--- config.mk ---
export PLATFORM = sky130hd
export DESIGN_NAME = osc_clock_switch
export DESIGN_NICKNAME = d
export VERILOG_FILES = /design/src/rtl/osc_sel_pkg.sv /design/src/rtl/osc_ctrl_reg.sv /design/src/rtl/osc_shared_counter.sv /design/src/rtl/osc_switch_fsm.sv /design/src/rtl/osc_clock_switch.sv
export SDC_FILE = /design/constraint.sdc
export NUM_CORES = 1
export LEC_CHECK = 0
export ABC_AREA = 0
export BUFFER_PORTS_ARGS = -buffer_cell sky130_fd_sc_hd__buf_2
export CORE_ASPECT_RATIO = 0.8
export CORE_MARGIN = 1.5
export CORE_UTILIZATION = 53
export CTS_BUF_LIST = sky130_fd_sc_hd__clkbuf_8
export DETAILED_ROUTE_END_ITERATION = 10
export GPL_TIMING_DRIVEN = 0
export PLACE_DENSITY = 0.85
export SYNTH_ARGS = -nofsm -noshare
export SYNTH_HDL_FRONTEND = slang
export SYNTH_SLANG_ARGS = --single-unit
--- constraint.sdc ---
create_clock -name clk -period 2.2 [get_ports clk]
set_input_delay 0.11 -clock clk [delete_from_list [all_inputs] [get_ports clk]]
set_output_delay 0.11 -clock clk [all_outputs]
set_load 0.05 [all_outputs]
--- src/rtl/osc_sel_pkg.sv ---
package osc_sel_pkg;
   typedef enum logic [1:0] {
      SRC_PRIMARY   = 2'b00,
      SRC_SECONDARY = 2'b01,
      SRC_INTRC     = 2'b10,
      SRC_RSVD      = 2'b11
   } src_e;

   typedef enum logic {
      PH_RUN     = 1'b0,
      PH_STARTUP = 1'b1
   } phase_e;

   localparam int CTRL_W = 8;
   localparam int FREQ_W = 3;
   localparam int MODE_W = 3;
endpackage

--- src/rtl/osc_ctrl_reg.sv ---
module osc_ctrl_reg
   import osc_sel_pkg::*;
#(
   parameter int FW = FREQ_W
) (
   input  logic          clk,
   input  logic          rst_n,
   input  logic          wr_en,
   input  logic [FW-1:0] wr_freq,
   input  src_e          wr_src,
   input  logic          osc_stable,
   output logic [FW-1:0] freq_code,
   output src_e          req_src,
   output logic          freq_stable
);
   generate
      if (FW < 1) begin : g_bad_fw
         $error("osc_ctrl_reg: FW must be at least 1");
      end
   endgenerate

   logic freq_change;
   assign freq_change = wr_en && (wr_freq != freq_code);

   always_ff @(posedge clk) begin
      if (!rst_n) begin
         freq_code   <= '0;
         req_src     <= SRC_PRIMARY;
         freq_stable <= 1'b0;
      end else begin
         if (wr_en) begin
            freq_code <= wr_freq;
            if (wr_src != SRC_RSVD) req_src <= wr_src;
         end
         if (freq_change)     freq_stable <= 1'b0;
         else if (osc_stable) freq_stable <= 1'b1;
      end
   end

   assert_rsvd_keeps_req_R3: assert property (@(posedge clk) disable iff (!rst_n)
      (wr_en && wr_src == SRC_RSVD) |=> $stable(req_src));

   assert_freq_change_clears_R5: assert property (@(posedge clk) disable iff (!rst_n)
      (wr_en && wr_freq != freq_code) |=> !freq_stable);

   assert_no_rsvd_request_R3: assert property (@(posedge clk) disable iff (!rst_n)
      req_src != SRC_RSVD);
endmodule

--- src/rtl/osc_shared_counter.sv ---
module osc_shared_counter #(
   parameter int CW = 12
) (
   input  logic          clk,
   input  logic          rst_n,
   input  logic          clr,
   input  logic          inc,
   output logic [CW-1:0] count
);
   generate
      if (CW < 2) begin : g_bad_cw
         $error("osc_shared_counter: CW must be at least 2");
      end
   endgenerate

   always_ff @(posedge clk) begin
      if (!rst_n)    count <= '0;
      else if (clr)  count <= '0;
      else if (inc)  count <= count + 1'b1;
   end

   assert_no_overflow_R9: assert property (@(posedge clk) disable iff (!rst_n)
      !(inc && !clr && count == '1));
endmodule

--- src/rtl/osc_switch_fsm.sv ---
module osc_switch_fsm
   import osc_sel_pkg::*;
#(
   parameter int              CW         = 12,
   parameter int              OST_CYCLES = 1024,
   parameter int              WDT_LIMIT  = 4000,
   parameter logic [7:0]      XTAL_MASK  = 8'b0000_0111
) (
   input  logic              clk,
   input  logic              rst_n,
   input  logic              boot_two_speed,
   input  logic [MODE_W-1:0] prim_mode,
   input  src_e              req_src,
   input  logic              osc_tick,
   input  logic              wdt_clear,
   input  logic [CW-1:0]     count,
   output logic              cnt_clr,
   output logic              cnt_inc,
   output src_e              cur_src,
   output logic              switching,
   output logic              wdt_reset
);
   localparam logic [CW-1:0] OST_LAST = CW'(OST_CYCLES - 1);
   localparam logic [CW-1:0] WDT_LAST = CW'(WDT_LIMIT - 1);

   generate
      if (OST_CYCLES < 1 || OST_CYCLES > (1 << CW)) begin : g_bad_ost
         $error("osc_switch_fsm: OST_CYCLES out of counter range");
      end
      if (WDT_LIMIT < 2 || WDT_LIMIT > (1 << CW)) begin : g_bad_wdt
         $error("osc_switch_fsm: WDT_LIMIT out of counter range");
      end
   endgenerate

   logic needs_ost;
   generate
      if (XTAL_MASK == 8'd0) begin : g_no_xtal
         logic [MODE_W-1:0] unused_mode;
         assign unused_mode = prim_mode;
         assign needs_ost   = 1'b0;
      end else begin : g_xtal
         assign needs_ost = XTAL_MASK[prim_mode];
      end
   endgenerate

   phase_e phase, nxt_phase;
   src_e   nxt_src;
   logic   bite;

   always_comb begin
      cnt_clr   = 1'b0;
      cnt_inc   = 1'b0;
      bite      = 1'b0;
      nxt_phase = phase;
      nxt_src   = cur_src;
      case (phase)
         PH_RUN: begin
            if (req_src != cur_src) begin
               cnt_clr = 1'b1;
               if (req_src == SRC_PRIMARY && needs_ost) nxt_phase = PH_STARTUP;
               else                                     nxt_src   = req_src;
            end else if (wdt_clear) begin
               cnt_clr = 1'b1;
            end else if (count == WDT_LAST) begin
               cnt_clr = 1'b1;
               bite    = 1'b1;
            end else begin
               cnt_inc = 1'b1;
            end
         end
         PH_STARTUP: begin
            if (req_src != SRC_PRIMARY) begin
               cnt_clr   = 1'b1;
               nxt_phase = PH_RUN;
            end else if (osc_tick) begin
               if (count == OST_LAST) begin
                  cnt_clr   = 1'b1;
                  nxt_src   = SRC_PRIMARY;
                  nxt_phase = PH_RUN;
               end else begin
                  cnt_inc = 1'b1;
               end
            end
         end
         default: nxt_phase = PH_RUN;
      endcase
   end

   always_ff @(posedge clk) begin
      if (!rst_n) begin
         phase     <= PH_RUN;
         cur_src   <= (boot_two_speed && needs_ost) ? SRC_INTRC : SRC_PRIMARY;
         wdt_reset <= 1'b0;
      end else begin
         phase     <= nxt_phase;
         cur_src   <= nxt_src;
         wdt_reset <= bite;
      end
   end

   assign switching = (phase == PH_STARTUP);

   assert_quiet_in_startup_R7: assert property (@(posedge clk) disable iff (!rst_n)
      switching |=> !wdt_reset);

   assert_single_pulse_R9: assert property (@(posedge clk) disable iff (!rst_n)
      wdt_reset |=> !wdt_reset);

   assert_restart_from_zero_R8: assert property (@(posedge clk) disable iff (!rst_n)
      $fell(switching) |-> (count == '0));

   assert_valid_source_R2: assert property (@(posedge clk) disable iff (!rst_n)
      cur_src != SRC_RSVD);

   assert_abort_leaves_startup_R11: assert property (@(posedge clk) disable iff (!rst_n)
      (switching && req_src != SRC_PRIMARY) |=> !switching);
endmodule

--- src/rtl/osc_clock_switch.sv ---
module osc_clock_switch
   import osc_sel_pkg::*;
#(
   parameter int         CNT_W      = 12,
   parameter int         OST_CYCLES = 1024,
   parameter int         WDT_LIMIT  = 4000,
   parameter logic [7:0] XTAL_MASK  = 8'b0000_0111
) (
   input  logic              clk,
   input  logic              rst_n,
   input  logic              two_speed_en,
   input  logic [MODE_W-1:0] prim_mode,
   input  logic              reg_wr_en,
   input  logic [CTRL_W-1:0] reg_wr_data,
   input  logic              osc_tick,
   input  logic              osc_stable,
   input  logic              wdt_clear,
   output logic [CTRL_W-1:0] reg_rd_data,
   output logic [1:0]        src_sel,
   output logic [FREQ_W-1:0] freq_sel,
   output logic              run_primary,
   output logic              freq_stable,
   output logic              switching,
   output logic              wdt_reset
);
   src_e             req_src, cur_src;
   logic [CNT_W-1:0] count;
   logic             cnt_clr, cnt_inc;
   logic             unused_wr_bits;

   assign unused_wr_bits = ^{reg_wr_data[7], reg_wr_data[3:2]};

   osc_ctrl_reg #(.FW(FREQ_W)) u_reg (
      .clk         (clk),
      .rst_n       (rst_n),
      .wr_en       (reg_wr_en),
      .wr_freq     (reg_wr_data[6:4]),
      .wr_src      (src_e'(reg_wr_data[1:0])),
      .osc_stable  (osc_stable),
      .freq_code   (freq_sel),
      .req_src     (req_src),
      .freq_stable (freq_stable)
   );

   osc_shared_counter #(.CW(CNT_W)) u_cnt (
      .clk   (clk),
      .rst_n (rst_n),
      .clr   (cnt_clr),
      .inc   (cnt_inc),
      .count (count)
   );

   osc_switch_fsm #(
      .CW         (CNT_W),
      .OST_CYCLES (OST_CYCLES),
      .WDT_LIMIT  (WDT_LIMIT),
      .XTAL_MASK  (XTAL_MASK)
   ) u_fsm (
      .clk            (clk),
      .rst_n          (rst_n),
      .boot_two_speed (two_speed_en),
      .prim_mode      (prim_mode),
      .req_src        (req_src),
      .osc_tick       (osc_tick),
      .wdt_clear      (wdt_clear),
      .count          (count),
      .cnt_clr        (cnt_clr),
      .cnt_inc        (cnt_inc),
      .cur_src        (cur_src),
      .switching      (switching),
      .wdt_reset      (wdt_reset)
   );

   assign src_sel     = cur_src;
   assign run_primary = (cur_src == SRC_PRIMARY);
   assign reg_rd_data = {1'b0, freq_sel, run_primary, freq_stable, req_src};

   assert_readback_layout_R1: assert property (@(posedge clk) disable iff (!rst_n)
      reg_rd_data[7] == 1'b0 && reg_rd_data[3] == (src_sel == 2'b00));
endmodule

==> results by group, run 1 <==
Detailed routing
  – Wire per inst: 13.6 um
  – Initial DRC count: 27
  – Avg Vias per Cell: 5.78
  – First-pass detailed-route iteration total: 4
  – Post-route ant nets: 0
  – Routed vias: 1144
  – DRC viols: 0
  – Total Wirelength: 2690 um

Setup path
  – Reg-to-reg slack, setup: 110 ps
  – WP data arrival: 2290 ps
  – WP data required: 2400 ps
  – Critical R2R Launch: u_fsm.switching
  – FF-to-FF End: u_cnt.count[11]
  – Kind of critical path: register to register
  – Crit. End Element: register
  – Max Fanout on Critical Path: 8
  – Worst setup SP type: register
  – CP Launch Point: u_fsm.switching
  – R2R depth: 6

Yosys
  – Avg Inst Size Synth: 8.86 um2
  – Primary FF master, synth: dfxtp_1
  – Post-synthesis cell count: 137
  – Post-synth EDFFs: 2
  – Post-synthesis sequential area ratio: 0.379
  – Yosys Warn Count: 0
  – Netlist cell types: 43
  – Netlist Area Pre-Place: 1210 um2
  – Synthesized flop and latch total: 22
  – Synthesized net count: 156
  – Ys async rst share: 0

Cells and area
  – Fin cells: 198
  – Diodes inserted: 0
  – Nets@finish: 193
  – Most frequent cells in the layout: buf_2 (29), dfxtp_1 (20), a21oi_1 (11)
  – Area grow syn2layout: 20.1%
  – Finished Core Util: 0.675
  – Share of layout cells above drive strength 1: 0.347
  – Finished Cell Area: 1460 um2
  – Commonest non-fill, non-tap cell in the layout: buf_2
  – # fillers: 179
  – Multi-input gate area: 671 um2
  – Reg area: 460 um2

Clock tree
  – # H-tree levels: 1
  – Inserted Clock Buffers: 3
  – Clock root buffer: clkbuf_8
  – CTS Buffer Depth: 2
  – # clock sinks: 22
  – Clk_lat worst skew: 270 ps
  – Reg clk slew, reported paths: 80 ps
  – # resized after CTS: 0
  – CTS tree: yes
  – Hold_buf cts: 0
  – Setup Buffers After CTS: 0

Global routing
  – Largest net degree at the start of global routing: 13
  – Global-route usage over all layers: 0.221
  – Initial antenna violation count: 0
  – Grt total ovfl: 0
  – Vias in the first global route: 955
  – First-pass GRT wire length: 4260 um

Status
  – Status: finished clean

Timing
  – Final setup vio count: 0
  – Hold Vio Cnt, Final: 0
  – Fmax: 480 MHz
  – RSZ-0062 raised after global routing: false
  – Setup TNS: 0 ps
  – Fin. max-slew vios: 0
  – Fin crit share: 0.948
  – Final min period: 2090 ps
  – Clk_skew: 6.25 ps

Run
  – # Max-Cap Violations: 0

Placed design
  – Placed Instances: 191
  – Area post-placement: 1390 um2
  – IO Port Bufs: 29
  – Post-DP HPWL: 1960 um
  – Routability Congestion: 0.850

Floorplan
  – Die Y: 45.8 um
  – Initial core utilization: 0.562
  – Top Ports: 35
  – Die span in x: 56.5 um
  – Core box area: 2160 um2
  – Die area: 2590 um2
  – Row count: 15

Power and ir drop
  – Overall Power: 0.00102 W
  – PwrDens: 699 nW/um2
  – Lkg Pwr: 0.565 nW
  – Worst vdd ir: 0.000702 V

Hold path
  – Hold Path Cell Cnt: 3
  – WHS Endpoint: u_reg.req_src[1]
  – Hold path startpoint: reg_wr_data[1]
  – Hold Crit Class: input pin to register
[cell families after synthesis]
group           count (synthesis)  share of synthesized area
simple gates                   59                      0.300
mux                             3                     0.0247
fa+ha+maj                       1                     0.0103
xor+xnor                        5                     0.0361
buf+inv                        13                     0.0680
compound gates                 33                      0.178
other cells                     1                    0.00309
flops                          22                      0.379
[how the worst max path moves through the flow]
stage,end,slack [ps],cells past startpoint
2_1_floorplan,u_cnt.count[11],100,5
3_3_place_gp,u_cnt.count[8],120,7
3_5_place_dp,u_cnt.count[8],90,7
4_1_cts,u_cnt.count[8],70,7
5_1_grt,u_cnt.count[5],20,6
6_report,u_cnt.count[11],110,6
[cells in the mapped netlist (2+ instances only)]
| cell type | number | area [um2] |
|---|---|---|
| dfxtp_1 | 20 | 400 |
| a21oi_1 | 11 | 55.1 |
| nand2_1 | 10 | 37.5 |
| nor2_1 | 9 | 33.8 |
| nand3_1 | 7 | 35.0 |
| buf_4 | 6 | 45.0 |
| o21ai_1 | 6 | 30.0 |
| or3_2 | 6 | 45.0 |
| inv_1 | 4 | 15.0 |
| nor3_1 | 4 | 20.0 |
| o21ai_0 | 4 | 20.0 |
| mux2i_1 | 3 | 30.0 |
| nor3b_1 | 3 | 22.5 |
| or4_1 | 3 | 22.5 |
| xnor2_1 | 3 | 26.3 |
| a31oi_1 | 2 | 12.5 |
| and3_2 | 2 | 15.0 |
| clkbuf_1 | 2 | 7.51 |
| edfxtp_1 | 2 | 60.1 |
| nand4_1 | 2 | 12.5 |
| nor2_4 | 2 | 22.5 |
| o31ai_1 | 2 | 15.0 |
| or3_1 | 2 | 12.5 |
| or3b_1 | 2 | 17.5 |
| xor2_1 | 2 | 17.5 |
[registers in the layout (all words and copies together), names as in the netlist]
name,cells
u_fsm.cur_src,2
u_fsm.switching,1
u_reg.freq_stable,1
u_reg.freq_code,3
u_reg.req_src,2
u_fsm.wdt_reset,1
u_cnt.count,12
[where the power goes]
part	leakage [nW]	switching, W	internal (W)	total (W)
clock network	0.0231	0.000139	0.000125	0.000264
logic	0.357	0.000203	0.000106	0.000310
registers	0.184	0.0000208	0.000424	0.000445
[through the flow]
stage,hold slack [ps],worst slack [ps]
6_report,100,115
5_1_grt,111,19.8
4_1_cts,102,73.1
3_5_place_dp,382,88.0
3_3_place_gp,373,116
2_1_floorplan,228,99.9
[area by class of cell]
cell class	count	share of cell area
Inverter	4	0.0103
Clock inverter	1	0.00258
Clock buffer	3	0.0283
Multi-Input combinational cell	102	0.460
Sequential cell	22	0.316
Buffer	9	0.0464
Timing Repair Buffer	32	0.115
Tap cell	25	0.0215
[routing by layer]
metal  wire length, um  GRT usage  part of all wire  vias to the layer above
li1                  -          -                 -                      573
met1              1220      0.256              0.45                      536
met2              1280      0.388              0.48                       31
met3               142     0.0682             0.053                        4
met4                44     0.0857             0.016                        0
met5                 0          0                 0                        -
[critical path, cell delays in order, from the launching register on]
cell     delay (ps)
dfxtp_1         460
or3b_1          490
nor2_4          150
a32oi_4          90
buf_4           180
or4_1           470
a31oi_1         170
(Power assumes the default switching activity.)
==> run 2: changes to the inputs <==
- BUFFER_PORTS_ARGS: -buffer_cell sky130_fd_sc_hd__buf_2 -> not set
- CORE_UTILIZATION: 53 -> 55
- DONT_BUFFER_PORTS: not set -> 1
- PLACE_DENSITY: 0.85 -> 0.74
==> run 2 against run 1 <==
  * Design area fell by 5.7%
  * Global-route usage rose by 0.62 points
  * Combinational power fell by 28%
  * Worst hold slack got worse by 87 ps
  * First-iteration DRC count rose by 41%
  * Routed wire length rose by 0.45%
  * Sequential share of layout area rose by 2.4 points
  * Fmax fell by 3.6%
  * Critical endpoint is now reg_rd_data[3]
  * Die area fell by 3.4%
  * Flip-flop and latch count did not move
  * Non-clock buffer count fell by 29
  * Sequential power rose by 12%
==> results by group, run 2 (synthesis gave the netlist of run 1 again) <==
Placed design
  – IO Port Bufs: 0 (-100%)
  – Routability Congestion: 0.804 (-5.4%)
  – Post-DP HPWL: 1820 um (-7.2%)
  – Pre-CTS worst setup slack: -59.6 ps (-148 ps)

Detailed routing
  – First-pass detailed-route iteration total: 5 (+1)
  – Avg Vias per Cell: 6.20 (+7.2%)
  – Wire per inst: 16.0 um (+18%)
  – Post-route ant nets: 0 (unchanged)
  – DRC viols: 0 (unchanged)
  – Initial DRC count: 38 (+41%)
  – Total Wirelength: 2700 um (+0.45%)
  – Routed vias: 1047 (-8.5%)

Power and ir drop
  – PwrDens: 800 nW/um2 (+15%)
  – Worst vdd ir: 0.000645 V (-8.2%)
  – Lkg Pwr: 0.451 nW (-20%)

Cells and area
  – Commonest non-fill, non-tap cell in the layout: dfxtp_1
  – Area grow syn2layout: 13.3%
  – Max reg flops: 12 (unchanged)
  – # fillers: 176 (-1.7%)
  – Biggest regs: u_cnt.count: 12 flops, u_reg.freq_code: 3 flops
  – Most frequent cells in the layout: dfxtp_1 (17), a21oi_1 (11), nand2_1 (10)
  – Biggest register: u_cnt.count
  – Share of layout cells above drive strength 1: 0.234 (-0.112)
  – Nets@finish: 165 (-15%)
  – Reg area: 467 um2 (+1.4%)
  – Multi-input gate area: 694 um2 (+3.5%)
  – Diodes inserted: 0 (unchanged)
  – Finished Core Util: 0.695 (+0.0193)

Global routing
  – Global-route usage over all layers: 0.227 (+0.00621)
  – Initial antenna violation count: 0 (unchanged)
  – Grt total ovfl: 0 (unchanged)
  – Met3 GRT Util: 0.0659 (-0.00228)
  – Vias in the first global route: 929 (-2.7%)
  – GRT busiest layer: met2
  – M2 GR Usage: 0.388 (about the same)
  – Largest net degree at the start of global routing: 14 (+1)
  – M1 GR Usage: 0.286 (+0.0297)
  – First-pass GRT wire length: 4310 um (+1.3%)

Setup path
  – Worst setup SP type: register
  – Crit. End Element: output pin
  – Kind of critical path: register to output pin
  – WP data required: 2090 ps (-310 ps)
  – Max Fanout on Critical Path: 3 (-5)
  – WP data arrival: 2050 ps (-240 ps)

Clock tree
  – Clock root buffer: clkbuf_8
  – CTS tree: yes
  – Reg clk slew, reported paths: 80 ps (about the same)
  – Inserted Clock Buffers: 3 (unchanged)
  – Clk_lat worst skew: 260 ps (about the same)
  – # clock sinks: 22 (unchanged)
  – # H-tree levels: 1 (unchanged)
  – CTS Buffer Depth: 2 (unchanged)
  – Setup Buffers After CTS: 0 (unchanged)

Timing
  – Clk_skew: 2.74 ps (-3.50 ps)
  – Final worst slack: 38.2 ps (-76.8 ps)
  – Worst hold slack: 13.1 ps (-87.3 ps)
  – Fin. max-slew vios: 0 (unchanged)
  – Fmax: 463 MHz (-3.6%)
  – Worst Max-Slew Pin Slew: 924 ps
  – Final min period: 2160 ps (+76.8 ps)
  – Final setup vio count: 0 (unchanged)
  – Worst slew margin: 0.382
  – RSZ-0062 raised after global routing: true
  – Hold Vio Cnt, Final: 0 (unchanged)
  – Fin crit share: 0.983 (+0.0349)

Floorplan
  – Die area: 2500 um2 (-3.4%)
  – Die Y: 45.0 um (-1.7%)
  – Die span in x: 55.5 um (-1.7%)
  – Core box area: 1980 um2 (-8.3%)
  – Row count: 14 (-1)
  – Top Ports: 35 (unchanged)
  – Initial core utilization: 0.613 (+0.0508)

Status
  – Status: finished clean

Run
  – # Max-Cap Violations: 0 (unchanged)

Hold path
  – Hold Crit Class: input pin to register
## run 2: critical path, cell delays in order (launching register included)
cell      delay [ps]
edfxtp_1         650
nor2_1           800
buf_4            340
## run 2: path summary, 6_finish.rpt
| check | start | endpoint | slack (ps) | cells after the start |
|---|---|---|---|---|
| hold reg to reg | u_cnt.count[10] | u_cnt.count[10] | 510 | 2 |
| setup reg to reg | u_cnt.count[1] | u_cnt.count[3] | 80 | 6 |
| hold / removal | reg_wr_data[1] | u_reg.req_src[1] | 10 | 2 |
| setup / recovery | u_fsm.cur_src[1] | reg_rd_data[3] | 40 | 2 |
## run 2: stage by stage
step                      cell area (um2)  setup TNS [ps]  instances  total power (W)
after global routing                 1380           -15.7        169          0.00115
after global placement               1240            -111        161         0.000707
after floorplan                      1210               0        137         0.000680
after detailed placement             1240            -182        161         0.000710
after CTS                            1350               0        168          0.00109
final                                1380               0        169          0.00110
## run 2: per-layer routing
layer  share of wire  up-vias  wire [um]
met5               0        -          0
met2            0.49       44       1320
met4           0.014        0         38
met1            0.42      481       1140
met3           0.073        4        196
li1                -      518          -
## run 2: repair_timing
item,CTS,global route
pin swaps,0,1
endpoints found under the hold margin,4,0
gates resized for setup,1,4
setup endpoints to repair,9,11
hold buffers,3,0
cloned,0,1
## run 2: layout make-up
cell class / count / share of cell area
Multi-Input combinational cell: 103 / 0.505
Sequential cell: 22 / 0.339
Buffer: 9 / 0.0491
Clock buffer: 3 / 0.0300
Clock inverter: 1 / 0.0218
Timing Repair Buffer: 3 / 0.0218
Tap cell: 24 / 0.0218
Inverter: 4 / 0.0109
## run 2: report_power, final
| part | internal [W] | switching (W) |
|---|---|---|
| Combinational | 0.0000781 | 0.000146 |
| Clock | 0.000243 | 0.000134 |
| Sequential | 0.000425 | 0.0000742 |
